**config.mk**
```make
export PLATFORM = sky130hd
export DESIGN_NAME = bmc_frame_rx
export DESIGN_NICKNAME = d
export VERILOG_FILES = /design/src/rtl/bmc_pkg.sv /design/src/rtl/bmc_interval.sv /design/src/rtl/bmc_bitdec.sv /design/src/rtl/bmc_unpack.sv /design/src/rtl/bmc_lock.sv /design/src/rtl/bmc_frame_rx.sv
export SDC_FILE = /design/constraint.sdc
export NUM_CORES = 2
export LEC_CHECK = 0
export ABC_AREA = 1
export CAP_MARGIN = 25
export CORE_UTILIZATION = 30
export CTS_BUF_LIST = sky130_fd_sc_hd__clkbuf_16
export CTS_CLUSTER_DIAMETER = 120
export DETAILED_ROUTE_END_ITERATION = 8
export DONT_BUFFER_PORTS = 1
export PLACE_DENSITY = 0.44
export SLEW_MARGIN = 20
export SYNTH_ARGS = -nofsm -noshare
export SYNTH_HDL_FRONTEND = slang
export SYNTH_SLANG_ARGS = --single-unit
export TNS_END_PERCENT = 50
```
**constraint.sdc**
```tcl
create_clock -name clk -period 2.1 [get_ports clk]
set_clock_uncertainty 0.1 [all_clocks]
set_input_delay 0 -clock clk [delete_from_list [all_inputs] [get_ports clk]]
set_output_delay 0 -clock clk [all_outputs]
set_load 0.02 [all_outputs]
```
**src/rtl/bmc_pkg.sv**
```systemverilog
package bmc_pkg;
  localparam int FRAME_BITS = 512;
  localparam int SYNC_BITS  = 4;
  localparam int HDR_BITS   = 64;
  localparam int SLOT_BITS  = 28;
  localparam int N_SLOTS    = 16;
  localparam int N_PAIRS    = 8;
  localparam int CAR_BITS   = 32;
  localparam int PAY_BITS   = FRAME_BITS - SYNC_BITS;
  localparam int WORDS_W    = SLOT_BITS * N_SLOTS;

  typedef enum logic [1:0] {
    IV_SHORT = 2'd0,
    IV_LONG  = 2'd1,
    IV_SYNC  = 2'd2,
    IV_BAD   = 2'd3
  } iv_cls_t;
endpackage

```
**src/rtl/bmc_interval.sv**
```systemverilog
module bmc_interval import bmc_pkg::*; #(
  parameter int OVS = 4
) (
  input  logic    clk,
  input  logic    rst_n,
  input  logic    line_in,
  output logic    ev_vld,
  output iv_cls_t ev_cls
);
  localparam int T_MIN = OVS / 2;
  localparam int T_SL  = (3 * OVS) / 2;
  localparam int T_LS  = 3 * OVS;
  localparam int T_MAX = 5 * OVS;
  localparam int CW    = $clog2(T_MAX + 1) + 1;

  logic          s1, s2, s3;
  logic [CW-1:0] run;
  logic          edge_seen;
  iv_cls_t       cls_now;

  assign edge_seen = s2 ^ s3;

  always_comb begin
    if (run < CW'(T_MIN))      cls_now = IV_BAD;
    else if (run < CW'(T_SL))  cls_now = IV_SHORT;
    else if (run < CW'(T_LS))  cls_now = IV_LONG;
    else if (run < CW'(T_MAX)) cls_now = IV_SYNC;
    else                       cls_now = IV_BAD;
  end

  always_ff @(posedge clk) begin
    if (!rst_n) begin
      s1 <= 1'b0; s2 <= 1'b0; s3 <= 1'b0;
      run <= CW'(T_MAX);
      ev_vld <= 1'b0;
      ev_cls <= IV_BAD;
    end else begin
      s1 <= line_in;
      s2 <= s1;
      s3 <= s2;
      ev_vld <= edge_seen;
      if (edge_seen) begin
        ev_cls <= cls_now;
        run    <= CW'(1);
      end else if (run < CW'(T_MAX)) begin
        run <= run + CW'(1);
      end
    end
  end
endmodule

```
**src/rtl/bmc_bitdec.sv**
```systemverilog
module bmc_bitdec import bmc_pkg::*; (
  input  logic                clk,
  input  logic                rst_n,
  input  logic                ev_vld,
  input  iv_cls_t             ev_cls,
  output logic [PAY_BITS-1:0] pay,
  output logic                frame_done,
  output logic                sync_pulse,
  output logic                code_err
);
  localparam int IW = $clog2(FRAME_BITS) + 1;

  logic          half_pend, sync_half, framed;
  logic [IW-1:0] idx;
  logic          emit, ebit, err;

  always_comb begin
    emit = 1'b0; ebit = 1'b0; err = 1'b0;
    if (ev_vld) begin
      case (ev_cls)
        IV_SHORT: if (half_pend) begin emit = 1'b1; ebit = 1'b1; end
        IV_LONG:  if (half_pend) err = 1'b1; else emit = 1'b1;
        IV_BAD:   err = 1'b1;
        default:  ;
      endcase
    end
  end

  always_ff @(posedge clk) begin
    if (!rst_n) begin
      half_pend <= 1'b0; sync_half <= 1'b0; framed <= 1'b0;
      idx <= '0; pay <= '0;
      frame_done <= 1'b0; sync_pulse <= 1'b0; code_err <= 1'b0;
    end else begin
      frame_done <= 1'b0;
      sync_pulse <= 1'b0;
      code_err   <= err;
      if (ev_vld) begin
        case (ev_cls)
          IV_SHORT: begin half_pend <= !half_pend; sync_half <= 1'b0; end
          IV_SYNC:  begin
            half_pend <= 1'b0;
            if (sync_half) begin
              sync_half  <= 1'b0;
              framed     <= 1'b1;
              idx        <= IW'(SYNC_BITS);
              sync_pulse <= 1'b1;
            end else begin
              sync_half <= 1'b1;
            end
          end
          default:  begin half_pend <= 1'b0; sync_half <= 1'b0; end
        endcase
      end
      if (emit && framed) begin
        pay <= {pay[PAY_BITS-2:0], ebit};
        idx <= idx + IW'(1);
        if (idx == IW'(FRAME_BITS - 1)) begin
          framed     <= 1'b0;
          frame_done <= 1'b1;
        end
      end
      if (err) framed <= 1'b0;
    end
  end
endmodule

```
**src/rtl/bmc_unpack.sv**
```systemverilog
module bmc_unpack import bmc_pkg::*; (
  input  logic                clk,
  input  logic                rst_n,
  input  logic [PAY_BITS-1:0] pay,
  input  logic                frame_done,
  output logic                o_valid,
  input  logic                o_ready,
  output logic [WORDS_W-1:0]  o_words,
  output logic [N_SLOTS-1:0]  o_act,
  output logic [N_PAIRS-1:0]  o_zblk,
  output logic                o_phase,
  output logic [CAR_BITS-1:0] o_carrier,
  output logic                o_cblk,
  output logic                o_cp_err,
  output logic                o_hp_err
);
  // frame bit k sits at pay[FRAME_BITS-1-k]
  localparam int P_CAR = FRAME_BITS - 1 - SYNC_BITS;
  localparam int P_CB  = P_CAR - CAR_BITS;
  localparam int P_CP  = P_CB - 1;
  localparam int P_MC  = P_CP - 1;
  localparam int P_ACT = P_MC - 1;
  localparam int P_Z   = P_ACT - N_SLOTS;
  localparam int P_HP  = P_Z - N_PAIRS;
  localparam int P_W0  = FRAME_BITS - 1 - HDR_BITS;

  logic [WORDS_W-1:0]  n_words;
  logic [N_SLOTS-1:0]  n_act;
  logic [N_PAIRS-1:0]  n_z;
  logic                n_cp_err, n_hp_err, load;

  always_comb begin
    for (int n = 0; n < N_SLOTS; n++) n_act[n] = pay[P_ACT - n];
    for (int p = 0; p < N_PAIRS; p++) n_z[p] = pay[P_Z - p];
    n_cp_err = ^pay[P_CAR -: (CAR_BITS + 2)];
    n_hp_err = pay[P_MC] ^ (^n_z) ^ pay[P_HP];
  end

  for (genvar n = 0; n < N_SLOTS; n++) begin : g_slot
    for (genvar b = 0; b < SLOT_BITS; b++) begin : g_bit
      assign n_words[n*SLOT_BITS + b] = n_act[n] & pay[P_W0 - n*SLOT_BITS - b];
    end
  end

  assign load = frame_done && (!o_valid || o_ready);

  always_ff @(posedge clk) begin
    if (!rst_n) begin
      o_valid <= 1'b0;
      o_words <= '0; o_act <= '0; o_zblk <= '0; o_phase <= 1'b0;
      o_carrier <= '0; o_cblk <= 1'b0; o_cp_err <= 1'b0; o_hp_err <= 1'b0;
    end else begin
      if (load) begin
        o_valid   <= 1'b1;
        o_words   <= n_words;
        o_act     <= n_act;
        o_zblk    <= n_z;
        o_phase   <= pay[P_MC];
        o_carrier <= pay[P_CAR -: CAR_BITS];
        o_cblk    <= pay[P_CB];
        o_cp_err  <= n_cp_err;
        o_hp_err  <= n_hp_err;
      end else if (o_ready) begin
        o_valid <= 1'b0;
      end
    end
  end
endmodule

```
**src/rtl/bmc_lock.sv**
```systemverilog
module bmc_lock import bmc_pkg::*; #(
  parameter int OVS = 4
) (
  input  logic clk,
  input  logic rst_n,
  input  logic sync_pulse,
  output logic locked
);
  localparam int FS   = 2 * OVS * FRAME_BITS;
  localparam int TOL  = OVS / 2;
  localparam int WLO  = FS - 1 - TOL;
  localparam int WHI  = FS - 1 + TOL;
  localparam int DEAD = WHI + 1;
  localparam int CW   = $clog2(DEAD + 2);

  logic [CW-1:0] since;
  logic          have_ref, miss1, in_win;

  assign in_win = (since >= CW'(WLO)) && (since <= CW'(WHI));

  always_ff @(posedge clk) begin
    if (!rst_n) begin
      since <= '0; have_ref <= 1'b0; miss1 <= 1'b0; locked <= 1'b0;
    end else if (sync_pulse) begin
      since    <= '0;
      have_ref <= 1'b1;
      if (have_ref && in_win) begin
        locked <= 1'b1;
        miss1  <= 1'b0;
      end else if (locked) begin
        if (miss1) begin locked <= 1'b0; miss1 <= 1'b0; end
        else miss1 <= 1'b1;
      end
    end else if (have_ref && since == CW'(DEAD)) begin
      since <= CW'(TOL);
      if (!locked) begin
        have_ref <= 1'b0;
      end else if (miss1) begin
        locked <= 1'b0; miss1 <= 1'b0; have_ref <= 1'b0;
      end else begin
        miss1 <= 1'b1;
      end
    end else if (have_ref) begin
      since <= since + CW'(1);
    end
  end
endmodule

```
**src/rtl/bmc_frame_rx.sv**
```systemverilog
module bmc_frame_rx import bmc_pkg::*; #(
  parameter int OVS = 4
) (
  input  logic                clk,
  input  logic                rst_n,
  input  logic                rx_line,
  output logic                o_valid,
  input  logic                o_ready,
  output logic [WORDS_W-1:0]  o_words,
  output logic [N_SLOTS-1:0]  o_act,
  output logic [N_PAIRS-1:0]  o_zblk,
  output logic                o_phase,
  output logic [CAR_BITS-1:0] o_carrier,
  output logic                o_cblk,
  output logic                o_cp_err,
  output logic                o_hp_err,
  output logic                locked,
  output logic                code_err
);
  logic                ev_vld;
  iv_cls_t             ev_cls;
  logic [PAY_BITS-1:0] pay;
  logic                w_done, w_sync;

  bmc_interval #(.OVS(OVS)) u_iv (
    .clk(clk), .rst_n(rst_n), .line_in(rx_line), .ev_vld(ev_vld), .ev_cls(ev_cls));

  bmc_bitdec u_dec (
    .clk(clk), .rst_n(rst_n), .ev_vld(ev_vld), .ev_cls(ev_cls), .pay(pay),
    .frame_done(w_done), .sync_pulse(w_sync), .code_err(code_err));

  bmc_unpack u_unp (
    .clk(clk), .rst_n(rst_n), .pay(pay), .frame_done(w_done),
    .o_valid(o_valid), .o_ready(o_ready), .o_words(o_words), .o_act(o_act),
    .o_zblk(o_zblk), .o_phase(o_phase), .o_carrier(o_carrier), .o_cblk(o_cblk),
    .o_cp_err(o_cp_err), .o_hp_err(o_hp_err));

  bmc_lock #(.OVS(OVS)) u_lock (
    .clk(clk), .rst_n(rst_n), .sync_pulse(w_sync), .locked(locked));
endmodule

```
==> reports/qor.txt <==
Run status: complete, but fails checks
Violations in the final reports: negative hold slack, negative setup slack
Type of element capturing the critical path: register
Vias/cell: 4.80
Setup total negative slack: -0.804 ns
Layout Area Growth over Synthesis: 14.6%
Sequential Power Share: 49.7%
Overall global routing resource usage: 17.1%
Max Root-Sink Buffers: 3
Final setup fails: 35
Via count of the first global-routing pass: 28.9k
Via count: 31.0k
Clock transition at the registers of the reported paths: 0.06 ns
Post-synthesis async set-or-reset flop share: 0%
Wire length of the first global-routing pass: 178,000 um
Number of clock sinks: 1,061
Lkg Pwr: 15.0 nW
Cell-by-cell trace of the critical path: inv_8 > dlygate4sd3_1 > buf_16 > a21oi_1 > dlygate4sd3_1
Number of nets in the synthesized netlist: 4,864
Antenna Diode Count: 0
Combined area of the multi-input logic cells: 14,800 um2
Reported max-cap violation count: 0
Number of antenna violations at the first check in global routing: 1
Floorplan die area: 129,000 um2
Arrival time worst endpoint: 2.69 ns
HP Class: in2reg
Number of filler instances in the final layout: 13.4k
Post-synth EDFFs: 0
1st-pass router iterations: 5
Unrepaired setup endpoints after global routing: false
Power spent charging and discharging nets: 8.82 mW
Die width: 359 um
Clock buffer count from CTS: 117
Clock insertion delay at the later pin of the skew report: 0.73 ns
Min setup slack post-route: -0.0763 ns
Max stage delay on crit path: 0.84 ns
# placed instances: 6,220
Power Internal: 31.7 mW
Average cell area after synthesis: 7.88 um2
Actual transition at the worst max-transition pin: 1.32 ns
Maximum number of pins on one net before global-route repair: 563
Number of I/O port buffers: 0
Worst vdd ir: 0.665 mV
Sequential fraction of the synthesis area: 55.6%
Area occupied by registers: 21,200 um2
Final hold vios: 291
Design Power: 40.6 mW
Critical Path Slowest Stage Cell: dlygate4sd3_1
Root Driver: clkbuf_16
Count of unique library cells instantiated by Yosys: 35
Tightest slew margin relative to the limit: 11.8%
Finished Layout Cells: 6,461
Share of total power consumed by net switching: 21.7%
Mapped cell area: 38,200 um2
Share of total power in the clock network: 48.9%
Final min period: 2.18 ns
TritonCTS clock tree: yes
Primary flip-flop cell chosen by synthesis mapping: dfxtp_1
Critical path buffer and inverter count: 4
CP Max Fanout: 562
Number of top-level design ports: 515
Ratio of cells with drive above 1 in the final layout: 5.97%
Vertical die dimension: 359 um
GPL Wtd Cong: 0.750
Max-slew violation count: 0
# DRC: 0
# H-tree levels: 3
Worst endpoint required time: 2.61 ns
Pwr per Cell Area: 926 nW/um2
Wire per inst: 17.8 um
Kind of launch point of the worst setup path: input pin
Final worst hold slack: -0.594 ns
DPL Wire Length: 71,800 um
Most common cell on crit path: dlygate4sd3_1
Number of nets with antenna violations after detailed routing: 0
Kind of cell with the highest combined delay on the critical path: buffers and inverters
Initial core utilization: 30.3%
Type of the worst setup path: in2reg
Number of rows created at floorplan: 130
Flip-flop and latch count after synthesis: 1,061
Net count, final: 4,729
Overall routed net length: 115,000 um
Warnings from Yosys: 0
Tcrit/Tclk final: 104%
Max Clk Rate: 459 MHz
Portion of total power attributed to combinational logic: 1.4%
Setup slack after placement: 0.130 ns
Placeable core area: 126,000 um2
Cells after Synth: 4,854
Aggregate global routing overflow: 0
1st-iter DRT viols: 2,033
synthesized netlist by cell type, types with 2 or more instances:
cell type	number	area, um2
a21oi_1	548	2740
a22oi_1	2	15.0
buf_1	20	75.1
buf_2	87	435
buf_4	20	150
buf_6	34	383
clkbuf_1	227	852
dfxtp_1	1061	21200
ha_1	6	75.1
inv_1	85	319
inv_2	3	11.3
nand2_1	643	2410
nand2_2	2	12.5
nand3_1	468	2340
nand3b_1	2	15.0
nand4_1	3	18.8
nor2_1	1016	3810
nor3_1	10	50.1
nor3_2	3	30.0
nor4_1	2	12.5
o21a_1	2	15.0
o21ai_0	263	1320
o21ai_1	303	1520
o31ai_1	2	15.0
xnor2_1	14	123
xor2_1	19	166
cell families after synthesis:
group | count (synthesis) | synth area share [%]
and+or+nand+nor | 2153 | 22.9
AOI/OAI and AO/OA | 1124 | 14.8
DFF | 1061 | 55.6
buffers and inverters | 477 | 5.84
xor gates and xnor gates | 33 | 0.756
adders and majority gates | 6 | 0.196
power groups by stage:
stage          Combinational (mW)  Clock (mW)  Sequential, mW
2_1_floorplan               0.498           0            20.6
3_3_place_gp                0.507           0            20.6
3_5_place_dp                0.511           0            20.6
4_1_cts                     0.550        20.5            20.1
5_1_grt                     0.624        21.3            20.1
6_report                    0.562        19.8            20.2
cell usage in the layout (no fill, tap or decap), drive strengths merged:
master       synthesis  layout
dfxtp             1061    1061
nor2              1017    1017
nand2              645     645
o21ai              566     566
a21oi              548     548
nand3              469     469
clkbuf             227     122
inv                 88     117
buf                161     108
clkinv               1      51
dlygate4sd3          0      24
xor2                19      19
xnor2               14      14
nor3                13      13
bufinv               0       9
ha                   6       6
nand4                3       3
clkinvlp             0       3
o31ai                2       2
o21a                 2       2
a22oi                2       2
nand3b               2       2
nor4                 2       2
or2                  1       1
nor3b                1       1
a31oi                1       1
o211ai               1       1
a211oi               1       1
o211a                1       1
per-stage QoR:
stage / instance area [um2] / util [%]
after detailed placement: 39700 / 31.5
after floorplan: 38200 / -
after CTS: 43700 / 34.6
final: 43800 / 34.8
after global routing: 43800 / 34.8
after global placement: 39700 / 31.5
sequential cells by signal, summed over array words and instances (netlist names), 2 cells and up:
signal and cells:
u_unp.o_zblk 8, u_lock.since 13, u_dec.idx 10, u_iv.ev_cls 2, u_iv.run 6, u_dec.pay 508
u_unp.o_words 448, u_unp.o_act 16, u_unp.o_carrier 32
cell type report:
cell class                      instances  area share [%]
Sequential cell                      1061            48.5
Inverter                               89           0.845
Timing Repair Buffer                  134            3.79
Clock buffer                          120            6.85
Clock inverter                         91            1.53
Multi-Input combinational cell       3316            33.8
Tap cell                             1650            4.71
routing by layer:
layer,routed length [um],vias up,track usage (%)
li1,-,15700,-
met1,52900,14600,22.4
met2,51400,584,26.7
met3,7400,153,5.35
met4,3090,0,5.38
met5,0,-,0
what timing repair did:
item	in CTS	in global routing
endpoints found under the setup margin	0	8
resized for setup	0	11
hold buffers	24	2
setup buffers	0	3
hold endpoints to repair	1053	560
path summary, 6_finish.rpt:
kind	cells past startpoint	from	end	slack, ns
max	5	rst_n	u_unp.o_words[283]	-0.08
min	2	rst_n	u_dec.pay[443]	-0.59
max reg2reg	5	u_iv.ev_vld	u_dec.sync_half	0.08
min reg2reg	2	u_iv.run[5]	u_iv.run[5]	0.35
worst register-to-register path: stages, from the launching register on:
cell,delay [ns]
dfxtp_2,0.37
inv_1,0.09
o21ai_0,0.17
dlygate4sd3_1,0.57
a21oi_1,0.04
dlygate4sd3_1,0.56
No activity file was read; power rests on OpenSTA's default activity.
